## src/rtl/codec_port_pkg.sv

```systemverilog
// Shared types for the codec serial port.
// Assumes 16-bit words; the register layout below matches that width.
package codec_port_pkg;

    // Mode pin encodings
    typedef enum logic [1:0] {
        HC_SW      = 2'b00,
        HC_HW_DATA = 2'b01,
        HC_HW_REGA = 2'b10,
        HC_HW_REGB = 2'b11
    } hc_mode_t;

    // Configuration register layout, MSB first
    typedef struct packed {
        logic [1:0] test_hi;
        logic [1:0] mdiv_test;
        logic [2:0] qdiv;
        logic       mdiv;
        logic [1:0] tx_atten;
        logic [2:0] osr_code;
        logic       rx_gain;
        logic       aux_sel;
        logic       spare0;
    } ctrl_reg_t;

    localparam logic [15:0] CTRL_RESET = 16'h0300;

endpackage

```

## src/rtl/csp_frame_ctrl.sv

```systemverilog
// Frame sequencer: detects fsync edges, latches the mode pins, counts frame
// bits, and decides whether each frame carries data or control.
// Assumes WORD_W is a power of two and SEC_WINDOW > 2*WORD_W.
module csp_frame_ctrl
    import codec_port_pkg::*;
#(
    parameter int WORD_W     = 16,
    parameter int SEC_WINDOW = 64
) (
    input  logic clk,
    input  logic rst_n,
    input  logic fsync,
    input  logic [1:0] hc_sel,
    input  logic slot_hi,
    input  logic sdin,
    output logic shift_en,
    output logic word_done,
    output logic load_tx,
    output logic load_sec,
    output logic frame_sec,
    output logic sw_mode,
    output logic frame_active
);
    localparam int CW = $clog2(2 * WORD_W);
    localparam int TW = $clog2(SEC_WINDOW + 1);
    localparam logic [CW-1:0] LAST_BIT = CW'(2 * WORD_W - 1);
    localparam logic [CW-2:0] SLOT_END = (CW-1)'(WORD_W - 1);
    localparam logic [TW-1:0] WIN_MAX  = TW'(SEC_WINDOW);

    logic          fs_q;
    hc_mode_t      hc_q;
    logic          active;
    logic [CW-1:0] cnt;
    logic          slot_q;
    logic          sec_q;
    logic          pending;
    logic [TW-1:0] tmr;

    logic rise, fall, sec_go, req;

    // Edge detection and frame-type decision
    always_comb begin
        rise   = fsync & ~fs_q;
        fall   = ~fsync & fs_q;
        sec_go = pending && (tmr < WIN_MAX);
        req    = (hc_q == HC_SW) ? sdin : hc_q[1];
    end

    // Slot strobes derived from counter and latched slot choice
    always_comb begin
        shift_en  = active && (cnt[CW-1] == slot_q);
        word_done = shift_en && (cnt[CW-2:0] == SLOT_END);
        load_tx   = (fall && !slot_hi) ||
                    (active && slot_q && !cnt[CW-1] && (cnt[CW-2:0] == SLOT_END));
        load_sec  = fall ? sec_go : sec_q;
        frame_sec = sec_q;
        sw_mode   = (hc_q == HC_SW);
        frame_active = active;
    end

    // Sequencer state update
    always_ff @(posedge clk) begin
        if (!rst_n) begin
            fs_q    <= 1'b0;
            hc_q    <= HC_SW;
            active  <= 1'b0;
            cnt     <= '0;
            slot_q  <= 1'b0;
            sec_q   <= 1'b0;
            pending <= 1'b0;
            tmr     <= '0;
        end else begin
            fs_q <= fsync;
            if (rise) hc_q <= hc_mode_t'(hc_sel);
            if (fall) begin
                active  <= 1'b1;
                cnt     <= '0;
                slot_q  <= slot_hi;
                sec_q   <= sec_go;
                pending <= 1'b0;
                tmr     <= '0;
            end else begin
                if (active) begin
                    cnt <= cnt + 1'b1;
                    if (cnt == LAST_BIT) active <= 1'b0;
                end
                if (tmr != WIN_MAX) tmr <= tmr + 1'b1;
                if (word_done && !sec_q) pending <= req;
                else if (tmr == WIN_MAX) pending <= 1'b0;
            end
        end
    end

    AST_TMR_SAT: assert property (@(posedge clk) disable iff (!rst_n)
        tmr <= WIN_MAX);
    AST_LOAD_OUTSIDE_SLOT: assert property (@(posedge clk) disable iff (!rst_n)
        load_tx |-> !shift_en);
endmodule

```

## src/rtl/csp_shifter.sv

```systemverilog
// Serial datapath: receive shifter, transmit shifter, DAC word output.
// Assumes the sequencer asserts load_tx before the first slot bit.
module csp_shifter #(
    parameter int WORD_W = 16
) (
    input  logic              clk,
    input  logic              rst_n,
    input  logic              shift_en,
    input  logic              word_done,
    input  logic              load_tx,
    input  logic              load_sec,
    input  logic              frame_sec,
    input  logic              sw_mode,
    input  logic              sdin,
    input  logic [WORD_W-1:0] adc_word,
    input  logic [WORD_W-1:0] reg_word,
    output logic              tx_bit,
    output logic [WORD_W-1:0] dac_word,
    output logic              dac_valid,
    output logic              wr_en,
    output logic [WORD_W-1:0] wr_data
);
    logic [WORD_W-1:0] rx_sh, tx_sh, full;

    // Complete word including the bit on the wire this cycle
    always_comb begin
        full    = {rx_sh[WORD_W-2:0], sdin};
        wr_en   = word_done && frame_sec;
        wr_data = full;
        tx_bit  = tx_sh[WORD_W-1];
    end

    // Shift registers and DAC output register
    always_ff @(posedge clk) begin
        if (!rst_n) begin
            rx_sh     <= '0;
            tx_sh     <= '0;
            dac_word  <= '0;
            dac_valid <= 1'b0;
        end else begin
            if (shift_en) rx_sh <= full;
            if (load_tx) tx_sh <= load_sec ? reg_word : adc_word;
            else if (shift_en) tx_sh <= {tx_sh[WORD_W-2:0], 1'b0};
            dac_valid <= word_done && !frame_sec;
            if (word_done && !frame_sec)
                dac_word <= sw_mode ? {full[WORD_W-1:1], 1'b0} : full;
        end
    end

    AST_VALID_PULSE: assert property (@(posedge clk) disable iff (!rst_n)
        dac_valid |=> !dac_valid);
endmodule

```

## src/rtl/csp_ctrl_reg.sv

```systemverilog
// Configuration register: loaded only by a completed control-frame word.
// Assumes wr_en is a single-cycle pulse from the datapath.
module csp_ctrl_reg
    import codec_port_pkg::*;
(
    input  logic        clk,
    input  logic        rst_n,
    input  logic        wr_en,
    input  logic [15:0] wr_data,
    output logic [15:0] ctrl_word
);
    ctrl_reg_t cfg_q;

    // Register update with reset defaults
    always_ff @(posedge clk) begin
        if (!rst_n) cfg_q <= ctrl_reg_t'(CTRL_RESET);
        else if (wr_en) cfg_q <= ctrl_reg_t'(wr_data);
    end

    assign ctrl_word = 16'(cfg_q);
endmodule

```

## src/rtl/codec_serial_port.sv

```systemverilog
// Top of the codec host serial port (slave mode, one bit per clock).
// Assumes frames start at least 2*WORD_W+2 cycles apart.
module codec_serial_port #(
    parameter int WORD_W     = 16,
    parameter int SEC_WINDOW = 64
) (
    input  logic              clk,
    input  logic              rst_n,
    input  logic              fsync,
    input  logic [1:0]        hc_sel,
    input  logic              slot_hi,
    input  logic              sdin,
    output logic              sdout,
    input  logic [WORD_W-1:0] adc_word,
    output logic [WORD_W-1:0] dac_word,
    output logic              dac_valid,
    output logic [WORD_W-1:0] ctrl_word
);
    logic shift_en, word_done, load_tx, load_sec, frame_sec, sw_mode, frame_active;
    logic tx_bit, wr_en;
    logic [WORD_W-1:0] wr_data;

    csp_frame_ctrl #(.WORD_W(WORD_W), .SEC_WINDOW(SEC_WINDOW)) u_seq (
        .clk(clk), .rst_n(rst_n), .fsync(fsync), .hc_sel(hc_sel),
        .slot_hi(slot_hi), .sdin(sdin), .shift_en(shift_en),
        .word_done(word_done), .load_tx(load_tx), .load_sec(load_sec),
        .frame_sec(frame_sec), .sw_mode(sw_mode), .frame_active(frame_active)
    );

    csp_shifter #(.WORD_W(WORD_W)) u_dp (
        .clk(clk), .rst_n(rst_n), .shift_en(shift_en), .word_done(word_done),
        .load_tx(load_tx), .load_sec(load_sec), .frame_sec(frame_sec),
        .sw_mode(sw_mode), .sdin(sdin), .adc_word(adc_word),
        .reg_word(ctrl_word), .tx_bit(tx_bit), .dac_word(dac_word),
        .dac_valid(dac_valid), .wr_en(wr_en), .wr_data(wr_data)
    );

    csp_ctrl_reg u_reg (
        .clk(clk), .rst_n(rst_n), .wr_en(wr_en), .wr_data(wr_data),
        .ctrl_word(ctrl_word)
    );

    // Serial output driven only inside the slot
    assign sdout = shift_en ? tx_bit : 1'b0;

    AST_CTRL_ONLY_SEC: assert property (@(posedge clk) disable iff (!rst_n)
        !$stable(ctrl_word) |-> !dac_valid);
    AST_SDOUT_QUIET: assert property (@(posedge clk) disable iff (!rst_n)
        !frame_active |-> !sdout);
endmodule

```

## config.mk

```make
export PLATFORM = sky130hd
export DESIGN_NAME = codec_serial_port
export DESIGN_NICKNAME = d
export VERILOG_FILES = /design/src/rtl/codec_port_pkg.sv /design/src/rtl/csp_frame_ctrl.sv /design/src/rtl/csp_shifter.sv /design/src/rtl/csp_ctrl_reg.sv /design/src/rtl/codec_serial_port.sv
export SDC_FILE = /design/constraint.sdc
export NUM_CORES = 1
export LEC_CHECK = 0
export ABC_CLOCK_PERIOD_IN_PS = 2400
export BUFFER_PORTS_ARGS = -buffer_cell sky130_fd_sc_hd__buf_4
export CAP_MARGIN = 20
export CELL_PAD_IN_SITES_DETAIL_PLACEMENT = 2
export CELL_PAD_IN_SITES_GLOBAL_PLACEMENT = 2
export CORE_MARGIN = 3
export CORE_UTILIZATION = 36
export CTS_CLUSTER_DIAMETER = 120
export CTS_CLUSTER_SIZE = 40
export DETAILED_ROUTE_END_ITERATION = 8
export PLACE_DENSITY_LB_ADDON = 0.1
export SLEW_MARGIN = 30
export SYNTH_ARGS = -nofsm -noshare
export SYNTH_HDL_FRONTEND = slang
export SYNTH_HIERARCHICAL = 1
export SYNTH_SLANG_ARGS = --single-unit
```

## constraint.sdc

```tcl
create_clock -name clk -period 2.4 [get_ports clk]
set_input_delay 0.6 -clock clk [delete_from_list [all_inputs] [get_ports clk]]
set_output_delay 0.6 -clock clk [all_outputs]
set_load 0.1 [all_outputs]
```

==> impl_summary.md <==
Placed design
The placed wire-length estimate is 6.71 mm. The total placed cells including tap cells is 515. Port buffering added 56 buffers. Routability-driven placement finished with a final weighted congestion of 0.731.

Timing
The total count of max-transition violations in the final report came to 0. In the final timing run, aggregate negative setup slack is 0 ps. The transition at the pin with the smallest max-transition slack is 683 ps. Headroom to the max-slew limit came out at 54.5%. The upper clock frequency limit is 0.448 GHz. The worst-case hold slack is 458 ps.

Dividing the final minimum period by the clock period gives 93.1%. The final-report hold violation count was 0. The clock arrives with 12.0 ps of skew.

The final critical-path required period is 2230 ps. The count of endpoints failing setup in the final report is 0. Setup repair after global routing left no endpoint under its margin.

Cells and area
Cells with a size suffix above 1 make up 22.9% of the layout. The area of the multi-input gates is 1730 um^2. The count of fill cells added during filler insertion is 1,042. After the last flow step, the layout net total stands at 424. For this run, the share of the core covered by cells in the final layout is 44.9%.

Excluding fillers, the count of instances in the completed layout stands at 531. In the layout the commonest cells are sky130_fd_sc_hd__dfxtp_1, sky130_fd_sc_hd__mux2i_1, sky130_fd_sc_hd__buf_4, sky130_fd_sc_hd__nand2_1, sky130_fd_sc_hd__nor2b_1. Summing all flip-flop and latch instances after layout gives 1660 um^2. The number of antenna diodes is 0. The most common library cell in the layout ignoring fill and taps is sky130_fd_sc_hd__dfxtp_1. The growth of design area from synthesis to finish is 18.2%.

Drt
For this run, the detailed router's first-pass iteration total came to 6. The vias after detailed routing is 2,692. In the final routed layout, each cell accounts on average for 17.4 um. In the routed layout, each cell is associated on average with a via count of 5.07. The routed design has 9.26 mm of wire.

After detailed routing, the number of remaining DRC violations is 0. In this run the remaining antenna-violating nets after routing total 0. The detailed router's first-iteration violation count is 78.

Clock network
The H-tree was split into 3 levels. The number of cells upsized or downsized after cts is 0. The post-CTS setup buffer count is 0. CTS saw 83 sinks. At the later pin of the worst-skew pair, clock insertion delay measures 350 ps. The maximum buffer depth of the clock tree is 2. The clock-pin slew reported for the worst setup and hold paths after clock tree synthesis is 90 ps. Clock tree synthesis inserted a total of 9 buffers. The post-cts hold buffer count is 0. The cell sitting at the root of the clock tree is a sky130_fd_sc_hd__clkbuf_8. TritonCTS built the clock tree.

Setup path
In this run the critical register-to-register path is captured at u_dp/tx_sh[6]. Measured in cells, the most critical reg-to-reg path has a length of 5. The start-to-end type of the worst setup path is reg -> out. The signal arrival time at the worst endpoint is 1630 ps. Walking the worst path, the cells encountered are xor2_1 -> nor2_4 -> and2_1 -> buf_4.

The type of element capturing the critical path is a primary output. STA classifies the critical path startpoint as a flip-flop. The maximum fanout along the worst path is 4. The highest cell delay on the worst timing path is 430 ps. The cell with the largest stage delay on the worst path is sky130_fd_sc_hd__xor2_1. Counting both buffers and inverters, the worst setup path holds a total of 1. Data on the critical path is required at its endpoint by 1800 ps.

Broken down by cell family, the worst path's largest delay share belongs to XOR/XNOR gates. The startpoint identified for the worst register-to-register timing path is u_seq/cnt[0]. For flop-to-flop paths, the worst setup slack is 380 ps.

Floorplanning
The placement row count is 35. The core area is 9460 um^2. The die covers 11,200 um^2. The y dimension of the die is 106 um. 57 I/O pins were placed.

The chip width is 106 um. The effective utilization at floorplan is 38.0%.

Global route
The met3 layer usage reported by global route is 3.95%. The maximum number of pins on one net before global-route repair is 33. The number of global-route vias before repair is 2,932.

The number of antenna violations at the first check in global routing is 0. The first global-routing pass estimated 15.5 mm of wire. The met1 demand-to-capacity share in global routing is 23.9%. For this run, global-route usage on met2 was measured as 28.0%. After global routing, the most crowded layer is met2. For this run, the total global-route usage over all layers was measured as 17.4%. The sum of overflow across all layers after global routing is 0.

Power and ir drop
IR analysis of the VDD net gives a maximum drop of 0.313 mV. Cell internal power was estimated by the tool at 1960 uW. Per report_power, the combinational group accounts for 6.1% of the total. For this design the static power due to leakage is 0.00150 uW.

The analysis attributes to net switching a power of 637 uW. The power density over the cells is 611 nW/um^2. Net switching is 24.5% of the power. The clock network fraction of design power is 39.7%. The part of the total power dissipated in sequential elements is 54.2%.

Hold path
The endpoint with the worst hold slack is u_seq/fs_q. The tightest min-delay check is of the in -> reg type. The worst hold path was traced through 2 stages. The startpoint identified for the worst hold timing path is fsync.

Yosys
The area share of the largest cell type after synthesis is 46.2%. The count of cell types in the netlist is 38. The post-synthesis net count is 373.

Averaged over all synthesized cells, the footprint is 10.4 um^2. The summed instance area of the synthesized netlist is 3590 um^2. The synthesized instance count is 346. Summing the sequential cell areas from Yosys gives 46.2% of the chip area. During synthesis, Yosys emitted a total of 6 warnings. Ranked by total cell area, the synthesized netlist is headed by sky130_fd_sc_hd__dfxtp_1, sky130_fd_sc_hd__mux2i_1, sky130_fd_sc_hd__nor2b_1, sky130_fd_sc_hd__nand2_1, sky130_fd_sc_hd__a21boi_2. Of all cell types, the one taking the most synthesized area is sky130_fd_sc_hd__dfxtp_1. The post-synthesis sequential element count is 83.

Job
The max-capacitance violation count is 0.

Run status
The run finished with clean final reports.
==> worst max-delay path by stage <==
stage	from	to	slack, ps	depth (start not counted)
2_1_floorplan	fsync	u_dp/tx_sh[10]	360	8
3_3_place_gp	fsync	u_dp/tx_sh[0]	380	7
3_5_place_dp	fsync	u_dp/tx_sh[9]	280	7
4_1_cts	u_seq/cnt[4]	sdout	150	4
5_1_grt	u_seq/cnt[4]	sdout	60	4
6_report	u_seq/cnt[4]	sdout	170	4
==> power groups by stage <==
stage	Combinational (uW)	Sequential, uW	Clock (uW)
2_1_floorplan	110	1430	0
3_5_place_dp	159	1440	0
5_1_grt	174	1410	1140
6_report	157	1410	1030
4_1_cts	160	1410	1070
3_3_place_gp	153	1440	0
==> flip-flops by register name, indices dropped and copies added, names as in the netlist, 2 cells and up <==
name,cells
u_seq/tmr,7
u_seq/cnt,5
u_dp/rx_sh,15
u_dp/tx_sh,16
u_seq/hc_q,2
u_dp/dac_word,16
u_reg/ctrl_word,16
==> per-layer routing <==
metal / up-vias / share of wire [%]
met5: - / 0
met4: 0 / 0.83
met3: 6 / 3.2
met2: 51 / 47
met1: 1338 / 49
li1: 1297 / -
==> Yosys cell counts <==
cell                        instances
sky130_fd_sc_hd__buf_12             1
sky130_fd_sc_hd__mux2i_1           68
sky130_fd_sc_hd__a211oi_1           1
sky130_fd_sc_hd__or4b_4             1
sky130_fd_sc_hd__o21ai_1            1
sky130_fd_sc_hd__xnor2_1            2
sky130_fd_sc_hd__o32ai_1            1
sky130_fd_sc_hd__xor2_1             5
sky130_fd_sc_hd__nand3_1            3
sky130_fd_sc_hd__clkbuf_1           1
sky130_fd_sc_hd__ha_1               4
sky130_fd_sc_hd__inv_1              4
sky130_fd_sc_hd__nor3_1             5
sky130_fd_sc_hd__o211ai_1           1
sky130_fd_sc_hd__nand2_1           39
sky130_fd_sc_hd__nand4_1            2
sky130_fd_sc_hd__buf_2              4
sky130_fd_sc_hd__nand2_2            1
sky130_fd_sc_hd__nor4b_1            1
sky130_fd_sc_hd__nor2b_1           37
sky130_fd_sc_hd__dfxtp_1           83
sky130_fd_sc_hd__buf_4              7
sky130_fd_sc_hd__clkbuf_2           1
sky130_fd_sc_hd__and3_1             1
sky130_fd_sc_hd__or3_1              2
sky130_fd_sc_hd__nor2_1            10
sky130_fd_sc_hd__or3b_1             1
sky130_fd_sc_hd__a21boi_2           9
sky130_fd_sc_hd__a21boi_1           8
sky130_fd_sc_hd__o22ai_1           15
sky130_fd_sc_hd__nand3b_1           1
sky130_fd_sc_hd__a21oi_1            4
sky130_fd_sc_hd__and2_1             5
sky130_fd_sc_hd__o21ai_0            4
sky130_fd_sc_hd__o2111ai_2          1
sky130_fd_sc_hd__nand2b_4           1
sky130_fd_sc_hd__buf_6              8
sky130_fd_sc_hd__nand2b_1           3
==> cell families (layout without fill, tap and decap cells) <==
family                   after synthesis  after routing  synth area share, %
AND/OR/NAND/NOR                      113            113                 16.6
multiplexers                          68             68                 18.9
buffers and inverters                 26             82                 5.74
AO/OA/AOI/OAI                         45             45                 9.43
XOR/XNOR                               7              7                 1.71
flip-flops                            83             83                 46.2
adder cells (fa/ha/maj)                4              4                 1.39
==> final cells by class <==
class	instances	area share, %
repair buffers	62	11.2
well taps	129	3.80
inverters	4	0.353
flip-flops and latches	83	39.1
clock buffers	9	2.91
clock inverters	7	1.80
multi-input cells	237	40.8
==> per-stage QoR <==
step	setup slack [ps]	cell area, um^2	power [uW]
finish	165	4250	2600
global route	58.8	4250	2720
CTS	151	4250	2640
detailed placement	275	4050	1600
global placement	378	4050	1590
floorplan	358	3590	1550
Power figures use the tool's default switching activity.
